==> src/rtl/rmw_pkg.sv <==
package rmw_pkg;
  localparam logic [2:0] OP_READ  = 3'd0;
  localparam logic [2:0] OP_WRITE = 3'd1;
  localparam logic [2:0] OP_INVAL = 3'd2;
  localparam logic [2:0] OP_RMW   = 3'd3;

  typedef enum logic [1:0] {
    ST_IDLE  = 2'd0,
    ST_FETCH = 2'd1,
    ST_EXEC  = 2'd2,
    ST_RESP  = 2'd3
  } rmw_state_e;
endpackage

==> src/rtl/rmw_decode.sv <==
module rmw_decode #(
  parameter int DW = 64,
  localparam int BYTES = DW / 8,
  localparam int OFFW = $clog2(BYTES)
) (
  input  logic [2:0]       op,
  input  logic [1:0]       size,
  input  logic             cond,
  input  logic [OFFW-1:0]  offs,
  output logic             is_read,
  output logic             is_write,
  output logic             is_rmw,
  output logic             bad,
  output logic             need_fetch,
  output logic [BYTES-1:0] lane_en,
  output logic [DW-1:0]    val_mask
);
  import rmw_pkg::*;

  logic [OFFW:0] nbytes;
  logic          bad_op;
  logic          misalign;
  logic          bad_cond;

  always_comb begin
    nbytes   = (OFFW+1)'(1) << size;
    is_read  = (op == OP_READ);
    is_write = (op == OP_WRITE);
    is_rmw   = (op == OP_RMW);
    bad_op   = (op > OP_RMW);
    misalign = ((offs & OFFW'(nbytes - (OFFW+1)'(1))) != '0);
    bad_cond = is_rmw && cond && (size < 2'd2);
    bad      = bad_op || misalign || bad_cond;
    need_fetch = !bad && (is_read || is_rmw);
  end

  for (genvar b = 0; b < BYTES; b++) begin : g_lane
    assign lane_en[b] = ((OFFW+1)'(b) >= {1'b0, offs}) &&
                        ((OFFW+1)'(b) < ({1'b0, offs} + nbytes));
    assign val_mask[b*8 +: 8] = {8{(OFFW+1)'(b) < nbytes}};
  end
endmodule

==> src/rtl/rmw_store.sv <==
module rmw_store #(
  parameter int DW = 64,
  parameter int WORDS = 16,
  localparam int BYTES = DW / 8,
  localparam int IW = $clog2(WORDS)
) (
  input  logic             clk,
  input  logic             rst_n,
  input  logic             rd_en,
  input  logic [IW-1:0]    rd_idx,
  output logic [DW-1:0]    rd_word,
  input  logic             wr_en,
  input  logic [IW-1:0]    wr_idx,
  input  logic [BYTES-1:0] wr_lane,
  input  logic [DW-1:0]    wr_word
);
  logic [DW-1:0] cells [WORDS];

  always_ff @(posedge clk or negedge rst_n) begin
    if (!rst_n) begin
      rd_word <= '0;
    end else if (rd_en) begin
      rd_word <= cells[rd_idx];
    end
  end

  for (genvar b = 0; b < BYTES; b++) begin : g_byte
    always_ff @(posedge clk or negedge rst_n) begin
      if (!rst_n) begin
        for (int w = 0; w < WORDS; w++) cells[w][b*8 +: 8] <= '0;
      end else if (wr_en && wr_lane[b]) begin
        cells[wr_idx][b*8 +: 8] <= wr_word[b*8 +: 8];
      end
    end
  end
endmodule

==> src/rtl/rmw_mem_unit.sv <==
module rmw_mem_unit #(
  parameter int AW = 7,
  parameter int DW = 64
) (
  input  logic          clk,
  input  logic          rst_n,
  input  logic          req_valid,
  output logic          req_ready,
  input  logic [2:0]    req_op,
  input  logic [1:0]    req_size,
  input  logic          req_cond,
  input  logic [AW-1:0] req_addr,
  input  logic [DW-1:0] req_wdata,
  input  logic [DW-1:0] req_cmp,
  output logic          rsp_valid,
  input  logic          rsp_ready,
  output logic [DW-1:0] rsp_data,
  output logic          rsp_ok,
  output logic          rsp_err,
  output logic          rsp_stored
);
  import rmw_pkg::*;

  localparam int BYTES = DW / 8;
  localparam int OFFW  = $clog2(BYTES);
  localparam int IW    = AW - OFFW;
  localparam int WORDS = 1 << IW;

  rmw_state_e    state;
  logic [2:0]    q_op;
  logic [1:0]    q_size;
  logic          q_cond;
  logic [AW-1:0] q_addr;
  logic [DW-1:0] q_wdata;
  logic [DW-1:0] q_cmp;

  logic             is_read, is_write, is_rmw, bad, need_fetch;
  logic [BYTES-1:0] lane_en;
  logic [DW-1:0]    val_mask;
  logic [DW-1:0]    rd_word;
  logic [DW-1:0]    old_val;
  logic [DW-1:0]    wr_word;
  logic             match;
  logic             do_store;
  logic [OFFW-1:0]  offs;
  logic [IW-1:0]    widx;

  assign offs = q_addr[OFFW-1:0];
  assign widx = q_addr[AW-1:OFFW];

  rmw_decode #(.DW(DW)) u_dec (
    .op(q_op), .size(q_size), .cond(q_cond), .offs(offs),
    .is_read(is_read), .is_write(is_write), .is_rmw(is_rmw),
    .bad(bad), .need_fetch(need_fetch),
    .lane_en(lane_en), .val_mask(val_mask)
  );

  always_comb begin
    old_val  = (rd_word >> {offs, 3'b000}) & val_mask;
    wr_word  = (q_wdata & val_mask) << {offs, 3'b000};
    match    = ((old_val ^ q_cmp) & val_mask) == '0;
    do_store = !bad && (is_write || (is_rmw && (!q_cond || match)));
  end

  rmw_store #(.DW(DW), .WORDS(WORDS)) u_mem (
    .clk(clk), .rst_n(rst_n),
    .rd_en(state == ST_FETCH && need_fetch), .rd_idx(widx), .rd_word(rd_word),
    .wr_en(state == ST_EXEC && do_store), .wr_idx(widx),
    .wr_lane(lane_en), .wr_word(wr_word)
  );

  assign req_ready = (state == ST_IDLE);
  assign rsp_valid = (state == ST_RESP);

  always_ff @(posedge clk or negedge rst_n) begin
    if (!rst_n) begin
      state      <= ST_IDLE;
      q_op       <= '0;
      q_size     <= '0;
      q_cond     <= 1'b0;
      q_addr     <= '0;
      q_wdata    <= '0;
      q_cmp      <= '0;
      rsp_data   <= '0;
      rsp_ok     <= 1'b0;
      rsp_err    <= 1'b0;
      rsp_stored <= 1'b0;
    end else begin
      unique case (state)
        ST_IDLE: if (req_valid) begin
          q_op    <= req_op;
          q_size  <= req_size;
          q_cond  <= req_cond;
          q_addr  <= req_addr;
          q_wdata <= req_wdata;
          q_cmp   <= req_cmp;
          state   <= ST_FETCH;
        end
        ST_FETCH: state <= ST_EXEC;
        ST_EXEC: begin
          rsp_data   <= (!bad && (is_read || is_rmw)) ? old_val : '0;
          rsp_ok     <= !bad;
          rsp_err    <= bad;
          rsp_stored <= do_store;
          state      <= ST_RESP;
        end
        ST_RESP: if (rsp_ready) state <= ST_IDLE;
        default: state <= ST_IDLE;
      endcase
    end
  end
endmodule

==> config.mk <==
export PLATFORM = sky130hd
export DESIGN_NAME = rmw_mem_unit
export DESIGN_NICKNAME = d
export VERILOG_FILES = /design/src/rtl/rmw_pkg.sv /design/src/rtl/rmw_decode.sv /design/src/rtl/rmw_store.sv /design/src/rtl/rmw_mem_unit.sv
export SDC_FILE = /design/constraint.sdc
export NUM_CORES = 1
export LEC_CHECK = 0
export ABC_AREA = 1
export BUFFER_PORTS_ARGS = -buffer_cell sky130_fd_sc_hd__buf_4
export CORE_ASPECT_RATIO = 0.7
export CORE_MARGIN = 3
export CORE_UTILIZATION = 31
export CTS_BUF_LIST = sky130_fd_sc_hd__clkbuf_8
export CTS_CLUSTER_DIAMETER = 100
export DETAILED_ROUTE_END_ITERATION = 6
export PLACE_DENSITY = 0.69
export SLEW_MARGIN = 20
export SYNTH_ARGS = -nofsm -noshare
export SYNTH_HDL_FRONTEND = slang
export SYNTH_SLANG_ARGS = --single-unit
==> constraint.sdc <==
create_clock -name clk -period 4.05 [get_ports clk]
set_clock_uncertainty 0.1 [all_clocks]
set_input_delay 0.81 -clock clk [delete_from_list [all_inputs] [get_ports clk]]
set_output_delay 0.81 -clock clk [all_outputs]
set_load 0.02 [all_outputs]
Word-level counts from Yosys, hierarchy flattened
Cells that the tools add are included.
Storage, ports and cells
  flip-flop bits (word level): 8466
  input port bits: 145
  output and inout port bits: 69
Cells by class
  $add $sub $neg: 2
  $lt $le $gt $ge: 27
  eq/ne operators: 7
  shift-type cells: 3
  muxes and demuxes: 31
  bitwise gates (word level): 6
  reduce and logical (&&, ||, !) cells: 44
Operators with widths (number)
  bitwise mux 1024 bit: 8
  demux 64 bit (select 4 bit): 8
  binary-select mux 64 bit (select 4 bit): 1
  2-to-1 mux 64 bit: 4
  AND 64 bit: 3
  logical NOT 64 bit: 1
  << shifter 64 x 6 -> 64 bit: 1
  >> shifter 64 x 6 -> 64 bit: 1
  bitwise XOR 64 bit: 1
  2-to-1 mux 56 bit: 1
  2-to-1 mux 48 bit: 1
  2-to-1 mux 40 bit: 1
  less-than comparator 3 x 4 -> 1 bit, first input constant: 8
  2-to-1 mux 32 bit: 1
  2-to-1 mux 24 bit: 1
  logical AND 1 bit: 23
  AND reduction 2 bit: 10
  less-than comparator 1 x 4 -> 1 bit, first input constant: 4
  less-than comparator 2 x 4 -> 1 bit, first input constant: 4
  2-to-1 mux 16 bit: 1
  >= comparator 3 bit, first input constant: 3
  2-to-1 mux 8 bit: 1
  case mux 2 bit (4 select lines): 1
  >= comparator 1 x 3 -> 1 bit, first input constant: 2
  22 further kinds: 30

Longest topological paths before layout
Gate-level depths: netlist (run 1).
  depth in word-level cells: 13
  gate-level depth with buffers: 10

By module
From an unflattened synthesis (run 1), not the netlist that was laid out.
Second synthesis, totals
  cells, all modules: 2044
  area total of the unflattened synthesis: 14363.8 um^2
Modules (own cells, without submodules)
  rmw_mem_unit: instances 1, cells each 1848, area an instance 13066.3 um^2, seq. area each 5255.0 um^2
  rmw_decode: instances 1, cells each 131, area an instance 813.3 um^2, seq. area each 0.0 um^2
  rmw_store: instances 1, cells each 65, area an instance 484.2 um^2, seq. area each 0.0 um^2

Worst setup path before layout (run 1)
Ideal clock, no wire load.
  path kind: input -> register
  start point: in req_valid
  end point: reg q_addr[0]
  library setup time: 0.125 ns
  arrival time: 1.521 ns
  data required time: 3.825 ns
  setup slack: 2.304 ns
  stages: 4
  buffers on the path: 2
  cells stage by stage: nand2_1 buf_6 buf_6 mux2_4
On the way
  cells in the longest elaborated chain, start to end: 1
RTL lines
  from (decl): line rmw_mem_unit.sv:7  | input logic req_valid,
  AND reduction 2 bit (no line)
  to (signal assigned): line rmw_mem_unit.sv:94  | q_addr <= req_addr;
  to (decl): line rmw_mem_unit.sv:33  | logic [AW-1:0] q_addr;
No other way between the ends.
A chain may end at the register's enable or synchronous reset.

Worst setup path after layout (run 1)
  start point: reg state[0]
  end point: out req_ready
On the way
  cells in the longest elaborated chain, start to end: 1
RTL lines
  from (decl): line rmw_mem_unit.sv:29  | rmw_state_e state;
  from (signal assigned): line rmw_mem_unit.sv:77  | state <= ST_IDLE;
  from (signal assigned): line rmw_mem_unit.sv:97  | state <= ST_FETCH;
  from (signal assigned): line rmw_mem_unit.sv:99  | ST_FETCH: state <= ST_EXEC;
  logical NOT 2 bit: line rmw_mem_unit.sv:72  | assign req_ready = (state == ST_IDLE);
  to (decl): line rmw_mem_unit.sv:8  | output logic req_ready,
No other way between the ends.

==> summary.txt, run 1 <==
Die
  – Core Area: 0.0120 sq mm
  – Die height: 99.7 um
  – Row count: 33
  – Area of the die: 0.0139 sq mm
  – Initial Util: 0.325
  – IO Count: 214
  – Die X: 140 um

Critical path
  – Crit Path Max Fanout: 4
  – Worst Path Required: 3.14 ns
  – WS Path Type: register to output port
  – Worst R2R Setup Slack: 1.89 ns
  – R2R Path End: q_cmp[18]$_DFFE_PN0P_
  – Worst Setup SP: state[0]$_DFFE_PN0P_
  – CP Capture Type: output port
  – Critical path launch point type: register
  – R2r startpoint: state[0]$_DFFE_PN0P_
  – FF-to-FF path depth: 5
  – Worst Path Arrival: 1.32 ns

Clock network
  – CTS sink cnt: 78
  – CTS tree: done
  – Post-CTS Resized: 0
  – Clock slew at reported path FFs: 0.09 ns
  – Clock root buffer: clkbuf_8
  – Worst skew pair latency: 0.34 ns
  – Setup bufs post-CTS: 0
  – CTS Hold Buffers Added: 0
  – Clock Path Buffers: 2
  – CTS buffer count: 9
  – H-Tree Level Count: 3

STA
  – Final Setup Violations: 0
  – Slew HR: 0.537
  – Post-Route Setup TNS: 0 ns
  – Slew Limit Fails: 0
  – Hold_ws: 0.382 ns
  – Fmax: 449 MHz
  – Fin crit period: 2.23 ns
  – Tcrit/Tclk final: 0.550
  – Slew at the pin with the worst max-slew slack: 0.694 ns
  – Endpoints failing hold: 0
  – RSZ-0062 raised after global routing: no

Global route
  – Largest net degree at the start of global routing: 79
  – Number of global-route vias before repair: 2377
  – Grt met2 use: 0.167
  – Grt met3 use: 0.0509
  – Total track usage: 0.106
  – Antenna violations before repair: 0
  – Gr busiest metal: met2
  – Grt total ovfl: 0
  – First-pass GRT wire length: 11800 um
  – Met1 Use GR: 0.130

Routing
  – WL final: 7470 um
  – DRT antenna net count: 0
  – # DRC: 0
  – Routed len/inst: 13.0 um
  – DR vias/cell: 4.10
  – DRT Pass-1 Iters: 4
  – Via count: 2353
  – Starting DRT DRC Count: 59

Power
  – Worst VDD drop: 0.314 mV
  – Logic pwr share: 0.364
  – Switching share of power: 0.313
  – Clock share of power: 0.199
  – P_int: 2.19 mW
  – Flop pwr share: 0.437
  – Pwr Density: 691 mW/mm^2
  – Pleak: 2.32 nW
  – Psw: 1000 uW

Layout
  – Synthesis-to-finish area growth: 18.9%
  – Multi-input combinational cell area: 0.00158 sq mm
  – # fillers: 1182
  – Fraction of layout cells with a size suffix above 1: 0.410
  – Commonest non-fill, non-tap cells in the layout: buf_4, dfrtp_1, conb_1
  – Reg area: 0.00195 sq mm
  – Nets@finish: 560
  – Inserted Diodes: 0
  – Most common cell after layout, fill and taps aside: buf_4

Status
  – Outcome: complete, no violations

Placement
  – Gpl congestion: 0.769
  – Port-buffer cells: 81
  – HPWL Detailed: 5570 um

Yosys
  – Syn avg cell area: 11.9 sq um
  – Synthesized cell area: 0.00389 sq mm
  – Cell count after synthesis: 328
  – Synth cell types: 19
  – Yosys reg bits: 78
  – Sequential area share after synthesis: 0.502
  – Syn. warnings: 2048

Hold path
  – Hold Crit Class: primary input to asynchronous set/reset pin

Job
  – # Max-Cap Violations: 0
[cell families after synthesis]
kind of cell | synth area share
compound gates | 0.0254
fa+ha+maj | 0.00966
buf+inv | 0.154
flops | 0.502
mux | 0.236
other cells | 0.000965
simple gates | 0.0724
[flip-flops by register name, summed over array words and instances, names as in the netlist]
register	cells
rsp_err	1
q_addr	3
q_cond	1
rsp_ok	1
q_op	3
state	2
q_size	2
q_cmp	64
rsp_stored	1
[critical path: stages, from the launching register on]
cell and delay, ns:
dfrtp_1 0.40, inv_1 0.12, ha_1 0.27, buf_4 0.18
[worst max-delay path by stage]
stage	depth (start not counted)	slack, ns	to
CTS	3	1.81	req_ready
global route	5	1.78	q_cmp[28]$_DFFE_PN0P_
global placement	4	1.72	q_cmp[29]$_DFFE_PN0P_
finish	3	1.82	req_ready
detailed placement	4	1.68	q_cmp[31]$_DFFE_PN0P_
floorplan	4	2.30	q_addr[0]$_DFFE_PN0P_
[power by group through the flow]
stage / clock, mW / combinational (mW) / sequential [mW]
floorplan: 0 / 1.00 / 1.35
global placement: 0 / 1.13 / 1.39
detailed placement: 0 / 1.17 / 1.41
CTS: 0.662 / 1.18 / 1.40
global route: 0.694 / 1.29 / 1.44
finish: 0.636 / 1.16 / 1.39
[final cells by class]
class,count,share of cell area
Clock buffer,9,0.0268
Inverter,11,0.00894
Sequential cell,78,0.422
Clock inverter,7,0.0214
Tap cell,157,0.0425
Timing Repair Buffer,83,0.136
Multi-Input combinational cell,229,0.342
[metal layers]
| layer | share of wire | vias up | wire [um] |
|---|---|---|---|
| li1 | - | 1108 | - |
| met1 | 0.43 | 1144 | 3210 |
| met2 | 0.47 | 91 | 3500 |
| met3 | 0.090 | 10 | 672 |
| met4 | 0.011 | 0 | 85 |
| met5 | 0 | - | 0 |
[Yosys cell counts, drive strengths merged]
cell type  number  area [sq um]
mux2           70           916
buf            73           557
conb            1          3.75
inv            11          41.3
o22ai           1          6.26
dfrtp          78          1950
ha              3          37.5
or2             1          6.26
a21oi           4          20.0
nor2           35           131
nand3           1          5.00
nor3            1          5.00
o21a            1          7.51
nand2          34           128
nand4           1          6.26
o21ai          13          65.1
[stage by stage]
stage                     instances  setup slack (ns)  total power [mW]  instance area, sq um  utilization
after global routing            574              1.78              3.43                  4620        0.386
final                           574              1.82              3.19                  4620        0.386
after CTS                       574              1.81              3.24                  4620        0.386
after detailed placement        558              1.68              2.59                  4390        0.367
after floorplan                 391              2.30              2.35                  4120            -
after global placement          558              1.72              2.52                  4390        0.367
Power figures use the tool's default switching activity.
==> inputs of run 2 (changes only) <==
--- a/config.mk
+++ b/config.mk
@@ -13,7 +13,7 @@
 export CTS_BUF_LIST = sky130_fd_sc_hd__clkbuf_8
 export CTS_CLUSTER_DIAMETER = 100
 export DETAILED_ROUTE_END_ITERATION = 6
-export PLACE_DENSITY = 0.69
+export PLACE_DENSITY = 0.72
 export SLEW_MARGIN = 20
 export SYNTH_ARGS = -nofsm -noshare
 export SYNTH_HDL_FRONTEND = slang
==> constraint.sdc (replaced) <==
create_clock -name clk -period 1.9 [get_ports clk]
set_clock_uncertainty 0.1 [all_clocks]
set_input_delay 0.38 -clock clk [delete_from_list [all_inputs] [get_ports clk]]
set_output_delay 0.38 -clock clk [all_outputs]
set_load 0.02 [all_outputs]
==> run 2 against run 1 <==
  * Flip-flop and latch count is the same
  * Core utilization grew 0.46 points
  * Combinational power grew 120%
  * Register-to-register slack lost 1.7 ns
  * Power grew 110%
  * Count of clock-buffer cells in the layout grew 4
  * Non-clock buffer count grew 3
  * Critical endpoint unchanged
  * Largest cell class unchanged
==> summary.txt, run 2 (synthesis results as in run 1) <==
Status
  – Outcome: complete, no violations

Critical path
  – Largest stage delay on the critical path: 0.39 ns
  – Worst path bufs/invs: 2
  – Crit Path Max Fanout: 4
  – WS Path Type: register to output port
  – Worst Path Required: 1.42 ns
  – CP Capture Type: output port
  – CP top delay family: flip-flops
  – Worst R2R Setup Slack: 0.21 ns
  – FF-to-FF path depth: 5
  – Slowest cell on the critical path: dfrtp_1
  – Worst Path Arrival: 1.29 ns
  – Critical path launch point type: register
  – R2r startpoint: state[0]$_DFFE_PN0P_
  – Worst path cell trace: inv_1 -> ha_1 -> buf_4
  – R2R Path End: q_cmp[56]$_DFFE_PN0P_

Clock network
  – Setup bufs post-CTS: 0
  – Post-CTS Resized: 0
  – Clock slew at reported path FFs: 0.08 ns
  – H-Tree Level Count: 3
  – CTS sink cnt: 78
  – Worst skew pair latency: 0.35 ns
  – Clock Path Buffers: 2
  – CTS buffer count: 9
  – Clock root buffer: clkbuf_8
  – CTS tree: done

STA
  – Slew Limit Fails: 0
  – Fin crit period: 1.77 ns
  – Endpoints failing hold: 0
  – Final Setup Violations: 0
  – RSZ-0062 raised after global routing: no
  – Fmax: 565 MHz
  – Tcrit/Tclk final: 0.931
  – Post-Route Setup TNS: 0 ns

Job
  – # Max-Cap Violations: 0

Global route
  – Largest net degree at the start of global routing: 39
  – Number of global-route vias before repair: 2460
  – Antenna violations before repair: 0
  – Grt total ovfl: 0
  – Total track usage: 0.106
  – First-pass GRT wire length: 11800 um

Hold path
  – Worst Hold Depth: 2
  – HP Start: req_cmp[63]
  – Hold Crit Class: primary input to register
  – Hold worst-path end: q_cmp[63]$_DFFE_PN0P_

Placement
  – Gpl congestion: 0.741
  – HPWL Detailed: 5620 um
  – Port-buffer cells: 81

Routing
  – # DRC: 0
  – WL final: 7320 um
  – DRT antenna net count: 0
  – DRT Pass-1 Iters: 4
  – Starting DRT DRC Count: 56
  – Via count: 2344
  – DR vias/cell: 4.06
  – Routed len/inst: 12.7 um

Die
  – Die X: 140 um
  – Area of the die: 0.0139 sq mm
  – Die height: 99.7 um
  – IO Count: 214
  – Row count: 33
  – Core Area: 0.0120 sq mm
  – Initial Util: 0.325

Layout
  – Nets@finish: 563
  – Fraction of layout cells with a size suffix above 1: 0.412
  – Most common cell after layout, fill and taps aside: buf_4
  – Largest registers: q_cmp (64), q_addr (3), q_op (3)
  – Inserted Diodes: 0
  – Commonest non-fill, non-tap cells in the layout: buf_4, dfrtp_1, conb_1
  – Max reg flops: 64
  – Biggest register: q_cmp
  – Synthesis-to-finish area growth: 20.3%

Power
  – Worst VDD drop: 0.653 mV
  – Pleak: 2.37 nW
  – Pwr Total: 6.80 mW
  – Pwr Density: 1450 mW/mm^2
==> run 2: cell types whose count changed in the layout (fill, tap and decap cells not counted), sizes merged <==
cell         change
clkinvlp         -4
clkinv           +1
dlygate4sd3      +1
clkbuf           +4
bufinv           -1
buf              +2
==> run 2: how the worst max path moves through the flow <==
stage / depth (start not counted) / from / slack [ns] / endpoint
6_report: 3 / state[0]$_DFFE_PN0P_ / 0.13 / req_ready
5_1_grt: 3 / state[1]$_DFFE_PN0P_ / 0.05 / req_ready
4_1_cts: 3 / state[0]$_DFFE_PN0P_ / 0.11 / req_ready
3_5_place_dp: 5 / state[0]$_DFFE_PN0P_ / 0.22 / q_cmp[56]$_DFFE_PN0P_
3_3_place_gp: 5 / state[0]$_DFFE_PN0P_ / 0.28 / q_cmp[14]$_DFFE_PN0P_
2_1_floorplan: 6 / state[0]$_DFFE_PN0P_ / 0.19 / q_addr[0]$_DFFE_PN0P_
==> run 2: what timing repair did <==
item,in CTS,in global routing
setup endpoints to repair,0,0
hold endpoints to repair,31,0
hold buffers,1,0
==> run 2: worst reg2reg max path, cell delays in order, from the launching register on <==
cell,delay (ns)
dfrtp_1,0.36
inv_1,0.08
ha_1,0.27
nand2_4,0.11
buf_12,0.24
mux2_2,0.41
==> run 2: where the power goes <==
part           switching (mW)  internal (mW)  total (mW)
sequential              0.461           2.51        2.97
clock                   0.570          0.746        1.32
combinational            1.05           1.46        2.51
==> run 2: layout make-up <==
class,instances,area (sq um)
multi-input cells,229,1580
repair buffers,86,686
clock buffers,13,179
fillers,1148,7300
clock inverters,3,40.0
well taps,157,196
inverters,11,41.3
flip-flops and latches,78,1950
==> run 2: stage by stage <==
stage	std cells	instance area (sq um)	utilization	worst slack (ns)	hold slack (ns)
after floorplan	391	4120	-	0.187	-0.0156
after global placement	560	4450	0.371	0.282	0.240
after detailed placement	560	4450	0.371	0.222	0.253
after CTS	577	4680	0.390	0.108	0.135
after global routing	577	4680	0.390	0.0513	0.123
final	577	4680	0.390	0.130	0.159
==> run 2: routing by layer <==
metal | vias to the layer above | wire (um) | GRT usage | share of wire
met5 | - | 0 | 0 | 0
met4 | 0 | 63 | 0.0290 | 0.0086
met3 | 11 | 639 | 0.0514 | 0.087
met2 | 85 | 3380 | 0.167 | 0.46
met1 | 1135 | 3240 | 0.130 | 0.44
li1 | 1113 | - | - | -
==> inputs of run 3 (changes only) <==
--- a/config.mk
+++ b/config.mk
@@ -9,11 +9,11 @@
 export BUFFER_PORTS_ARGS = -buffer_cell sky130_fd_sc_hd__buf_4
 export CORE_ASPECT_RATIO = 0.7
 export CORE_MARGIN = 3
-export CORE_UTILIZATION = 31
+export CORE_UTILIZATION = 42
 export CTS_BUF_LIST = sky130_fd_sc_hd__clkbuf_8
 export CTS_CLUSTER_DIAMETER = 100
 export DETAILED_ROUTE_END_ITERATION = 6
-export PLACE_DENSITY = 0.72
+export PLACE_DENSITY = 0.89
 export SLEW_MARGIN = 20
 export SYNTH_ARGS = -nofsm -noshare
 export SYNTH_HDL_FRONTEND = slang
==> run 3 against run 2 <==
  * Design area down 1.7%
  * Maximum frequency up 0.30%
  * Core utilization up 14 points
  * Clock power down 14%
  * Sequential power about the same
  * Highest routed layer unchanged
==> summary.txt, run 3 (synthesis results as in run 1) <==
Clock network
  – Post-CTS Resized: 0
  – CTS tree: done
  – CTS buffer count: 9
  – Worst skew pair latency: 0.34 ns
  – CTS Hold Buffers Added: 1
  – H-Tree Level Count: 3
  – CTS sink cnt: 78
  – Clock Path Buffers: 2
  – Clock root buffer: clkbuf_8
  – Clock slew at reported path FFs: 0.08 ns
  – Setup bufs post-CTS: 0

Critical path
  – Crit Path Max Fanout: 4
  – Worst R2R Setup Slack: 0.20 ns
  – Critical path launch point type: register
  – Worst Setup SP: state[0]$_DFFE_PN0P_
  – WS Path Type: register to output port
  – CP Capture Type: output port
  – R2R Path End: q_cmp[53]$_DFFE_PN0P_
  – Largest stage delay on the critical path: 0.39 ns
  – Worst path cell trace: inv_1 -> ha_1 -> buf_4
  – Worst Path Required: 1.42 ns
  – Worst Path Arrival: 1.28 ns
  – Slowest cell on the critical path: dfrtp_1
  – R2r startpoint: state[0]$_DFFE_PN0P_
  – FF-to-FF path depth: 5

Power
  – Flop pwr share: 0.451
  – Pwr Density: 1440 mW/mm^2
  – Logic pwr share: 0.377
  – Worst VDD drop: 0.709 mV
  – Clock share of power: 0.172
  – P_int: 4.54 mW
  – Switching share of power: 0.313
  – Psw: 2.07 mW
  – Pleak: 2.35 nW
  – Pwr Total: 6.62 mW

Placement
  – Gpl congestion: 0.746
  – Port-buffer cells: 81
  – Placed instance count: 523
  – HPWL Detailed: 5400 um

Global route
  – First-pass GRT wire length: 11600 um
  – Number of global-route vias before repair: 2469
  – Largest net degree at the start of global routing: 49
  – Grt total ovfl: 0
  – Antenna violations before repair: 0
  – Total track usage: 0.142

STA
  – Final Setup Violations: 0
  – Slew Limit Fails: 0
  – RSZ-0062 raised after global routing: no
  – Post-Route Setup TNS: 0 ns
  – Fmax: 567 MHz
  – Fin crit period: 1.76 ns
  – Tcrit/Tclk final: 0.929
  – Endpoints failing hold: 0

Hold path
  – Hold Crit Class: primary input to register
  – Worst Hold Depth: 2
  – HP Start: req_cmp[46]
  – Hold worst-path end: q_cmp[46]$_DFFE_PN0P_

Die
  – Area of the die: 0.0105 sq mm
  – Die height: 86.5 um
  – Row count: 28
  – Initial Util: 0.446
  – Die X: 121 um
  – Core Area: 0.00872 sq mm
  – IO Count: 214

Layout
  – Max reg flops: 64
  – Commonest non-fill, non-tap cells in the layout: buf_4, dfrtp_1, conb_1
  – Most common cell after layout, fill and taps aside: buf_4
  – Largest registers: q_cmp (64), q_addr (3), q_op (3)
  – Biggest register: q_cmp
  – # fillers: 795
  – Nets@finish: 563
  – Final Instance Count excl. Fillers: 540
  – Synthesis-to-finish area growth: 18.2%
  – Inserted Diodes: 0
  – Fraction of layout cells with a size suffix above 1: 0.410

Routing
  – WL final: 7050 um
  – Routed len/inst: 13.1 um
  – # DRC: 0
  – Via count: 2351
  – DR vias/cell: 4.35
  – DRT antenna net count: 0
  – DRT Pass-1 Iters: 4
  – Starting DRT DRC Count: 34

Job
  – # Max-Cap Violations: 0

Status
  – Outcome: complete, no violations
## run 3: final cells by class
class / count / area (sq um) / area share
Clock buffer: 12 / 165 / 0.0359
Tap cell: 120 / 150 / 0.0327
Sequential cell: 78 / 1950 / 0.425
Multi-Input combinational cell: 229 / 1580 / 0.344
Timing Repair Buffer: 86 / 686 / 0.149
Clock inverter: 4 / 21.3 / 0.00463
Inverter: 11 / 41.3 / 0.00898
## run 3: power groups by stage
stage	logic (mW)	clock network, mW	registers, mW
floorplan	2.13	0	2.87
global placement	2.44	0	2.94
detailed placement	2.53	0	3.01
CTS	2.54	1.19	2.99
global route	2.77	1.27	3.10
finish	2.50	1.14	2.98
## run 3: how the worst max path moves through the flow
stage	to	slack, ns	cells after the start
after CTS	req_ready	0.09	3
after global placement	q_cmp[39]$_DFFE_PN0P_	0.26	5
final	req_ready	0.14	3
after global routing	req_ready	0.001	3
after floorplan	q_addr[0]$_DFFE_PN0P_	0.19	6
after detailed placement	q_cmp[53]$_DFFE_PN0P_	0.20	5
## run 3: critical path: cells and delay by family, from the launching register on
| kind | cells | cell delay (ns) |
|---|---|---|
| buf+inv | 2 | 0.29 |
| fa+ha+maj | 1 | 0.27 |
| flops | 1 | 0.39 |
## run 3: layer usage
metal / vias up / wire length (um) / track usage
met4: 0 / 82 / 0.0432
met5: - / 0 / 0
met2: 88 / 3300 / 0.218
met3: 10 / 648 / 0.0691
met1: 1134 / 3020 / 0.179
li1: 1119 / - / -
## run 3: stage by stage
step                       util  hold slack (ns)  setup WS, ns  instance area, sq um
final                     0.527            0.160         0.136                  4600
after global routing      0.527            0.132       0.00119                  4600
after CTS                 0.527            0.132        0.0888                  4600
after detailed placement  0.504            0.183         0.196                  4400
after global placement    0.504            0.175         0.256                  4400
after floorplan               -          -0.0156         0.187                  4120
